### src/rtl/cmp_assert_pkg.sv
package cmp_assert_pkg;
  typedef enum logic [1:0] {KIND_NONE, KIND_EQ, KIND_LT, KIND_BYTE} cmpKind_e;

  typedef struct packed {
    cmpKind_e kind;
    logic     signedCmp;
    logic     swapOps;
    logic     invert;
    logic     loadResult;
  } cmpCtrl_t;

  localparam logic [3:0] OP_EQ   = 4'd0;
  localparam logic [3:0] OP_NE   = 4'd1;
  localparam logic [3:0] OP_LTS  = 4'd2;
  localparam logic [3:0] OP_LES  = 4'd3;
  localparam logic [3:0] OP_GTS  = 4'd4;
  localparam logic [3:0] OP_GES  = 4'd5;
  localparam logic [3:0] OP_LTU  = 4'd6;
  localparam logic [3:0] OP_LEU  = 4'd7;
  localparam logic [3:0] OP_GTU  = 4'd8;
  localparam logic [3:0] OP_GEU  = 4'd9;
  localparam logic [3:0] OP_BYTE = 4'd10;
endpackage

### src/rtl/cmpDatapath.sv
module cmpDatapath
  import cmp_assert_pkg::*;
#(
  parameter int DATA_W = 32
) (
  input  logic              clk,
  input  logic              rstN,
  input  cmpCtrl_t          ctrl,
  input  logic [DATA_W-1:0] opA,
  input  logic [DATA_W-1:0] opB,
  output logic              condTrue,
  output logic [DATA_W-1:0] result
);
  localparam int LANES = DATA_W / 8;
  localparam logic [DATA_W-1:0] TRUE_WORD = {1'b1, {(DATA_W-1){1'b0}}};

  logic [DATA_W-1:0] lhs, rhs;
  logic [LANES-1:0]  laneHit;
  logic              rawCond;

  assign lhs = ctrl.swapOps ? opB : opA;
  assign rhs = ctrl.swapOps ? opA : opB;

  for (genvar i = 0; i < LANES; i++) begin : g_lane
    assign laneHit[i] = (opA[8*i +: 8] == opB[7:0]);
  end

  always_comb begin
    unique case (ctrl.kind)
      KIND_EQ:   rawCond = (lhs == rhs);
      KIND_LT:   rawCond = ctrl.signedCmp ? ($signed(lhs) < $signed(rhs)) : (lhs < rhs);
      KIND_BYTE: rawCond = |laneHit;
      default:   rawCond = 1'b0;
    endcase
    condTrue = (ctrl.kind == KIND_NONE) ? 1'b0 : (rawCond ^ ctrl.invert);
  end

  always_ff @(posedge clk) begin
    if (!rstN)                result <= '0;
    else if (ctrl.loadResult) result <= condTrue ? TRUE_WORD : '0;
    else                      result <= '0;
  end
endmodule

### src/rtl/cmpControl.sv
module cmpControl
  import cmp_assert_pkg::*;
#(
  parameter int              TRAP_W     = 8,
  parameter int              PRIV_LIMIT = 64,
  parameter logic [TRAP_W-1:0] PROT_VEC = 8'd5
) (
  input  logic              clk,
  input  logic              rstN,
  input  logic              inValid,
  input  logic              assertMode,
  input  logic [3:0]        opcode,
  input  logic [TRAP_W-1:0] trapField,
  input  logic              userMode,
  input  logic              condTrue,
  output cmpCtrl_t          ctrl,
  output logic              resValid,
  output logic              trapReq,
  output logic [TRAP_W-1:0] trapVector
);
  localparam logic [TRAP_W-1:0] LIMIT = TRAP_W'(PRIV_LIMIT);

  logic isAssert, privFault, assertFail;

  always_comb begin
    ctrl = '{kind: KIND_NONE, signedCmp: 1'b0, swapOps: 1'b0, invert: 1'b0, loadResult: 1'b0};
    unique case (opcode)
      OP_EQ:   ctrl.kind = KIND_EQ;
      OP_NE:   begin ctrl.kind = KIND_EQ; ctrl.invert = 1'b1; end
      OP_LTS:  begin ctrl.kind = KIND_LT; ctrl.signedCmp = 1'b1; end
      OP_LES:  begin ctrl.kind = KIND_LT; ctrl.signedCmp = 1'b1; ctrl.swapOps = 1'b1; ctrl.invert = 1'b1; end
      OP_GTS:  begin ctrl.kind = KIND_LT; ctrl.signedCmp = 1'b1; ctrl.swapOps = 1'b1; end
      OP_GES:  begin ctrl.kind = KIND_LT; ctrl.signedCmp = 1'b1; ctrl.invert = 1'b1; end
      OP_LTU:  ctrl.kind = KIND_LT;
      OP_LEU:  begin ctrl.kind = KIND_LT; ctrl.swapOps = 1'b1; ctrl.invert = 1'b1; end
      OP_GTU:  begin ctrl.kind = KIND_LT; ctrl.swapOps = 1'b1; end
      OP_GEU:  begin ctrl.kind = KIND_LT; ctrl.invert = 1'b1; end
      OP_BYTE: ctrl.kind = KIND_BYTE;
      default: ctrl.kind = KIND_NONE;
    endcase
    ctrl.loadResult = inValid & ~assertMode;
  end

  assign isAssert   = inValid & assertMode;
  assign privFault  = isAssert & userMode & (trapField < LIMIT);
  assign assertFail = isAssert & ~condTrue;

  always_ff @(posedge clk) begin
    if (!rstN) begin
      resValid   <= 1'b0;
      trapReq    <= 1'b0;
      trapVector <= '0;
    end else begin
      resValid <= ctrl.loadResult;
      trapReq  <= privFault | assertFail;
      if (privFault)       trapVector <= PROT_VEC;
      else if (assertFail) trapVector <= trapField;
      else                 trapVector <= '0;
    end
  end
endmodule

### src/rtl/cmpAssertUnit.sv
module cmpAssertUnit
  import cmp_assert_pkg::*;
#(
  parameter int                DATA_W     = 32,
  parameter int                TRAP_W     = 8,
  parameter int                PRIV_LIMIT = 64,
  parameter logic [TRAP_W-1:0] PROT_VEC   = 8'd5
) (
  input  logic              clk,
  input  logic              rstN,
  input  logic              inValid,
  input  logic              assertMode,
  input  logic [3:0]        opcode,
  input  logic [DATA_W-1:0] opA,
  input  logic [DATA_W-1:0] opB,
  input  logic [TRAP_W-1:0] trapField,
  input  logic              userMode,
  output logic              resValid,
  output logic [DATA_W-1:0] result,
  output logic              trapReq,
  output logic [TRAP_W-1:0] trapVector
);
  cmpCtrl_t ctrl;
  logic     condTrue;

  cmpControl #(.TRAP_W(TRAP_W), .PRIV_LIMIT(PRIV_LIMIT), .PROT_VEC(PROT_VEC)) u_ctrl (
    .clk(clk), .rstN(rstN), .inValid(inValid), .assertMode(assertMode),
    .opcode(opcode), .trapField(trapField), .userMode(userMode),
    .condTrue(condTrue), .ctrl(ctrl), .resValid(resValid),
    .trapReq(trapReq), .trapVector(trapVector)
  );

  cmpDatapath #(.DATA_W(DATA_W)) u_dp (
    .clk(clk), .rstN(rstN), .ctrl(ctrl), .opA(opA), .opB(opB),
    .condTrue(condTrue), .result(result)
  );
endmodule

### config.mk
export PLATFORM = sky130hd
export DESIGN_NAME = cmpAssertUnit
export DESIGN_NICKNAME = d
export VERILOG_FILES = /design/src/rtl/cmp_assert_pkg.sv /design/src/rtl/cmpDatapath.sv /design/src/rtl/cmpControl.sv /design/src/rtl/cmpAssertUnit.sv
export SDC_FILE = /design/constraint.sdc
export NUM_CORES = 1
export LEC_CHECK = 0
export BUFFER_PORTS_ARGS = -buffer_cell sky130_fd_sc_hd__buf_2
export CORE_AREA = 2 2 92 58
export DETAILED_ROUTE_END_ITERATION = 10
export DIE_AREA = 0 0 94 60
export GPL_ROUTABILITY_DRIVEN = 0
export PLACE_DENSITY = 0.89
export SLEW_MARGIN = 20
export SYNTH_ARGS = -nofsm -noshare
export SYNTH_HDL_FRONTEND = slang
export SYNTH_SLANG_ARGS = --single-unit
### constraint.sdc
create_clock -name clk -period 3.15 [get_ports clk]
set_input_delay 0.1575 -clock clk [delete_from_list [all_inputs] [get_ports clk]]
set_output_delay 0.1575 -clock clk [all_outputs]
set_load 0.02 [all_outputs]
-- Word-level counts from Yosys, hierarchy flattened
Cells that the tools add are included.
- flip-flop bits (word level): 42
- logic and storage cells: 59
- $lt $le $gt $ge: 3
- equality and inequality tests: 18
- bitwise operators: 11
- reductions and logical operators: 10
- mux-type cells: 12
- operators by type and width (cell ; number):
    $mux 32 ; 3
    $lt 32x32->1 ; 2
    $eq 32x32->1 ; 1
    $eq 8x8->1 ; 4
    $eq 4x3->1 const B ; 4
    $eq 4x4->1 const B ; 3
    $reduce_or 4->1 ; 3
    $eq 4x2->1 const B ; 2
    $lt 8x7->1 const B ; 1
    $reduce_or 8->1 ; 1
    $mux 3 ; 2
    $pmux 2 s3 ; 1
    $and 1x1->1 ; 5
    $mux 1 ; 5
    $reduce_or 5->1 ; 1
    $eq 2x2->1 const B ; 2
    $eq 4x1->1 const B ; 1
    $logic_not 4->1 ; 1
    $not 1->1 ; 4
    $pmux 1 s3 ; 1
    $reduce_or 3->1 ; 1
    $eq 2x1->1 const B ; 1
    $logic_not 2->1 ; 1
    $reduce_and 2->1 ; 1
    3 further kinds ; 3

-- Depth between registers and ports, before layout
- word-level depth: 13
- mapped depth: 10

-- Modules after synthesis
Synthesis repeated with hierarchy kept, for this count alone.
- cell total of the unflattened synthesis: 301
- area, all modules: 2543.7 sq um
- modules (own cells, without submodules) (module ; area an instance (sq um) ; cells an instance ; sequential area each (sq um) ; times used):
    cmpDatapath ; 2119.5 ; 255 ; 20.0 ; 1
    cmpControl ; 424.2 ; 46 ; 200.2 ; 1

-- Worst setup path before layout
OpenSTA, ideal clock, no wires.
- kind: input to register
- start: input opB[29]
- end: register u_ctrl.trapVector[0]
- buffers on the path: 0
- arrival time: 2.462 ns
- library setup time: 0.139 ns
- cell stages on the path: 9
- setup slack: 0.549 ns
- cell sequence: nor2b_2 -> o31ai_1 -> maj3_2 -> a2111o_1 -> a211o_1 -> or4_1 -> nand4_1 -> mux2i_2 -> o22ai_1
- word-level cells in the longest chain between the ends: 10
- elaborated cells on any way between the ends: 13
- classes of those cells: order compare (2); eq/ne (1); mux (7); bitwise (3)
- RTL lines (element ; RTL line ; source):
    from (decl) ; cmpAssertUnit.sv:15 ; input logic [DATA_W-1:0] opB,
    $mux 32, on equally long branches ; cmpDatapath.sv:21, cmpDatapath.sv:22 ;
    $lt 32x32->1 ; cmpDatapath.sv:31 ; KIND_LT: rawCond = ctrl.signedCmp ? ($signed(lhs) < $signed(rhs)) : (lhs < rhs);
    $mux 1 ; cmpDatapath.sv:31 ;
    $pmux 1 s3 * ; cmpDatapath.sv:29 ; unique case (ctrl.kind)
    $xor 1x1->1 * ; cmpDatapath.sv:35 ; condTrue = (ctrl.kind == KIND_NONE) ? 1'b0 : (rawCond ^ ctrl.invert);
    $mux 1 * ; cmpDatapath.sv:35 ;
    $not 1->1 * ; cmpControl.sv:46 ; assign assertFail = isAssert & ~condTrue;
    $and 1x1->1 * ; cmpControl.sv:46 ;
    $mux 3 * ; cmpControl.sv:57 ; else if (assertFail) trapVector <= trapField;
    $mux 3 * ; cmpControl.sv:56 ; if (privFault) trapVector <= PROT_VEC;
    to (signal assigned) ; cmpControl.sv:57 ;
    to (decl) ; cmpControl.sv:19 ; output logic [TRAP_W-1:0] trapVector
Every way passes the cells marked *; elsewhere a longest branch is shown, timed or not.
A chain may end at the register's enable or synchronous reset.

-- Worst setup path after layout
- start: input opA[29]
- end: register u_ctrl.trapVector[1]
- word-level cells in the longest chain between the ends: 10
- elaborated cells on any way between the ends: 15
- classes of those cells: order compare (2); eq/ne (2); mux (5); bitwise (4); reduce/logical (2)
- RTL lines (element ; RTL line ; source):
    from (decl) ; cmpAssertUnit.sv:14 ; input logic [DATA_W-1:0] opA,
    $mux 32, on equally long branches ; cmpDatapath.sv:21, cmpDatapath.sv:22 ;
    $lt 32x32->1 ; cmpDatapath.sv:31 ;
    $mux 1 ; cmpDatapath.sv:31 ;
    $pmux 1 s3 * ; cmpDatapath.sv:29 ;
    $xor 1x1->1 * ; cmpDatapath.sv:35 ;
    $mux 1 * ; cmpDatapath.sv:35 ;
    $not 1->1 * ; cmpControl.sv:46 ;
    $and 1x1->1 * ; cmpControl.sv:46 ;
    $not 1->1 (no source line) * ; -- ;
    $reduce_or 3->1 (no source line) * ; -- ;
Marked as above.

==> impl_metrics.tcl <==
set metrics [dict create \
    wl_per_cell_um 13.11 \
    globalRouteMet2Util_pct 33.47 \
    dieArea_um2 5640 \
    hp-class "input pin to register" \
    drtIter0Drc 125 \
    timing.fmax_ghz 0.3619 \
    dieHeight_um 60 \
    cp_max_fo 10 \
    io_buffers 91 \
    grtUsageTotal_pct 19.96 \
    cts_buffers 3 \
    fin_area_um2 2515 \
    critPathLaunch "opA[29]" \
    ant_nets 0 \
    place_ws_ps 181.1 \
    period_minus_slack_ps 2763 \
    cts_tree "built" \
    crit_path_start_kind "input pin" \
    finalCritPeriodShare_pct 87.72 \
    setup_viol 0 \
    area_delta_synth_final_pct 20.00 \
    die_x_um 94 \
    p_sw_share_pct 38.44 \
    vias 2210 \
    grtUsageMet1_pct 26.84 \
    setup_ws_ps 386.8 \
    grt_antenna_before_repair 0 \
    fillCellCount 483 \
    yosysWarnings 0 \
    power_frac_clock_pct 22.2 \
    grt_pass1_wl_um 9066 \
    syn-mean-instance-area_um2 7.328 \
    ys.flop_type "dfxtp_1" \
    finalHoldViolations 0 \
    drive_gt1_share_pct 27.64 \
    syn-instance-count 286 \
    hold_start "assertMode" \
    clkTransAtPathRegs_ps 50 \
    via_per_inst 5.080 \
    cts_buffer_depth 2 \
    totalWireLength_um 5705 \
    grt_pass1_vias 2032 \
    cts_num_sinks 11 \
    drc 0 \
    core_area_um2 4880 \
    final_common_cell "buf_2" \
    nets 451 \
    use_met3_pct 4.792 \
    ys_ff_latch 11 \
    worstPathRequired_ps 3240 \
    initial_core_util_pct 42.95 \
    postCtsSetupBuffers 0 \
    num_antenna_cells 0 \
    grt_overflow_total 0 \
    cts-hold-fix-buffers 0 \
    io_pins 123 \
    max_cap_violations 0 \
    seqPwrFrac_pct 23.9 \
    p_int_w 0.0003742 \
    dpl.hpwl_um 4969 \
    synth_cell_types 48 \
    total_power_w 0.0006078 \
    synth.largest_area_cell "xnor2_1" \
    cts_max_level 1 \
    top_usage_layer "met2" \
    peakVddDrop_v 0.0001523 \
    synth_area_leaders "xnor2_1 23%, buf_4 11%, dfxtp_1 11%" \
    worstSetupEndpointType "register" \
    worst_pin_slew_ps 609.5 \
    p_leak_nw 1.120 \
    drt-pass1-iter-count 4 \
    p_per_area_nw_per_um2 241.7 \
    grt_max_degree 11 \
    path_class "input pin to register" \
    finalSetupTns_ps 0 \
    cts_root_buf "clkbuf_8" \
    grt_setup_unrepaired "false" \
    synthDominantCellAreaShare_pct 22.57 \
    slew-limit-headroom_pct 58.99 \
    hold_ws_ps 138.5 \
    fp-row-count 20 \
    async_flop_share_pct 0 \
    ys_seq_area_share_pct 10.51 \
    cts_resized 0 \
    arrival_ps 2860 \
    final_cell_mix "91 x buf_2, 54 x xnor2_1, 31 x conb_1" \
    combPwrFrac_pct 54.0 \
    netlist_area_um2 2096 \
    power_switching_w 0.0002337 \
    slew_viol_final 0 \
    status "completed" \
    synth-edff-count 0 \
    placed_area_um2 2470 \
]
==> power by group through the flow <==
| stage | sequential (W) | clock [W] | combinational [W] |
|---|---|---|---|
| after floorplan | 0.000154 | 0 | 0.000237 |
| after global placement | 0.000148 | 0 | 0.000314 |
| after detailed placement | 0.000148 | 0 | 0.000323 |
| after CTS | 0.000145 | 0.000140 | 0.000325 |
| after global routing | 0.000145 | 0.000152 | 0.000359 |
| final | 0.000145 | 0.000135 | 0.000328 |
==> worst max-delay path, cell delays in order <==
cell and delay (ps):
buf_2 130, nor2b_2 130, o31ai_1 90, maj3_2 310
a2111o_1 410, a211o_1 320, or4_1 540, nand4_1 150
mux2i_2 490, nor3_1 130
==> cells in the mapped netlist, types with 3 or more instances <==
library cell,n
dfxtp_1,11
o211a_1,3
nand2_1,11
xnor2_1,54
o21ai_0,15
nor2_1,4
a21oi_1,4
buf_4,31
nor3_1,9
nand4_1,17
nand3_1,3
nor2b_1,13
a31oi_1,7
o31ai_1,3
inv_1,18
maj3_1,12
nand2b_1,22
clkbuf_1,9
o22ai_1,4
nor4_1,3
==> routing by layer <==
metal,vias to the layer above,wire length (µm)
li1,1100,-
met1,1001,2558
met2,105,2536
met3,4,577
met4,0,33
met5,-,0
==> final timing paths <==
check	slack [ps]	depth (start not counted)	endpoint
worst max-delay path	390	10	u_ctrl.trapVector[1]
worst min-delay path	140	2	u_ctrl.resValid
==> state kept, by name, summed over array words and instances (netlist names) <==
register / count
u_ctrl.trapVector: 8
u_ctrl.resValid: 1
u_dp.result: 1
u_ctrl.trapReq: 1
==> logic make-up after synthesis <==
kind of cell    share of synthesized area, %
simple gates                           26.03
buf+inv                                16.42
xor+xnor                               23.40
compound gates                         16.54
fa+ha+maj                              6.269
flops                                  10.51
other cells                           0.1789
mux                                   0.6566
==> through the flow <==
| step | util, % | std cells |
|---|---|---|
| 5_1_grt | 51.54 | 435 |
| 3_5_place_dp | 50.62 | 431 |
| 6_report | 51.54 | 435 |
| 2_1_floorplan | - | 316 |
| 3_3_place_gp | 50.62 | 431 |
| 4_1_cts | 51.54 | 435 |
==> area by class of cell <==
type                    instances  area, µm²  area share [%]
clock buffers                   4      45.04           1.791
multi-input cells             245       1644           65.37
flip-flops and latches         11      220.2           8.756
inverters                      18      67.56           2.687
repair buffers                 91      455.4           18.11
well taps                      66      82.58           3.284
Power figures use the tool's default switching activity.
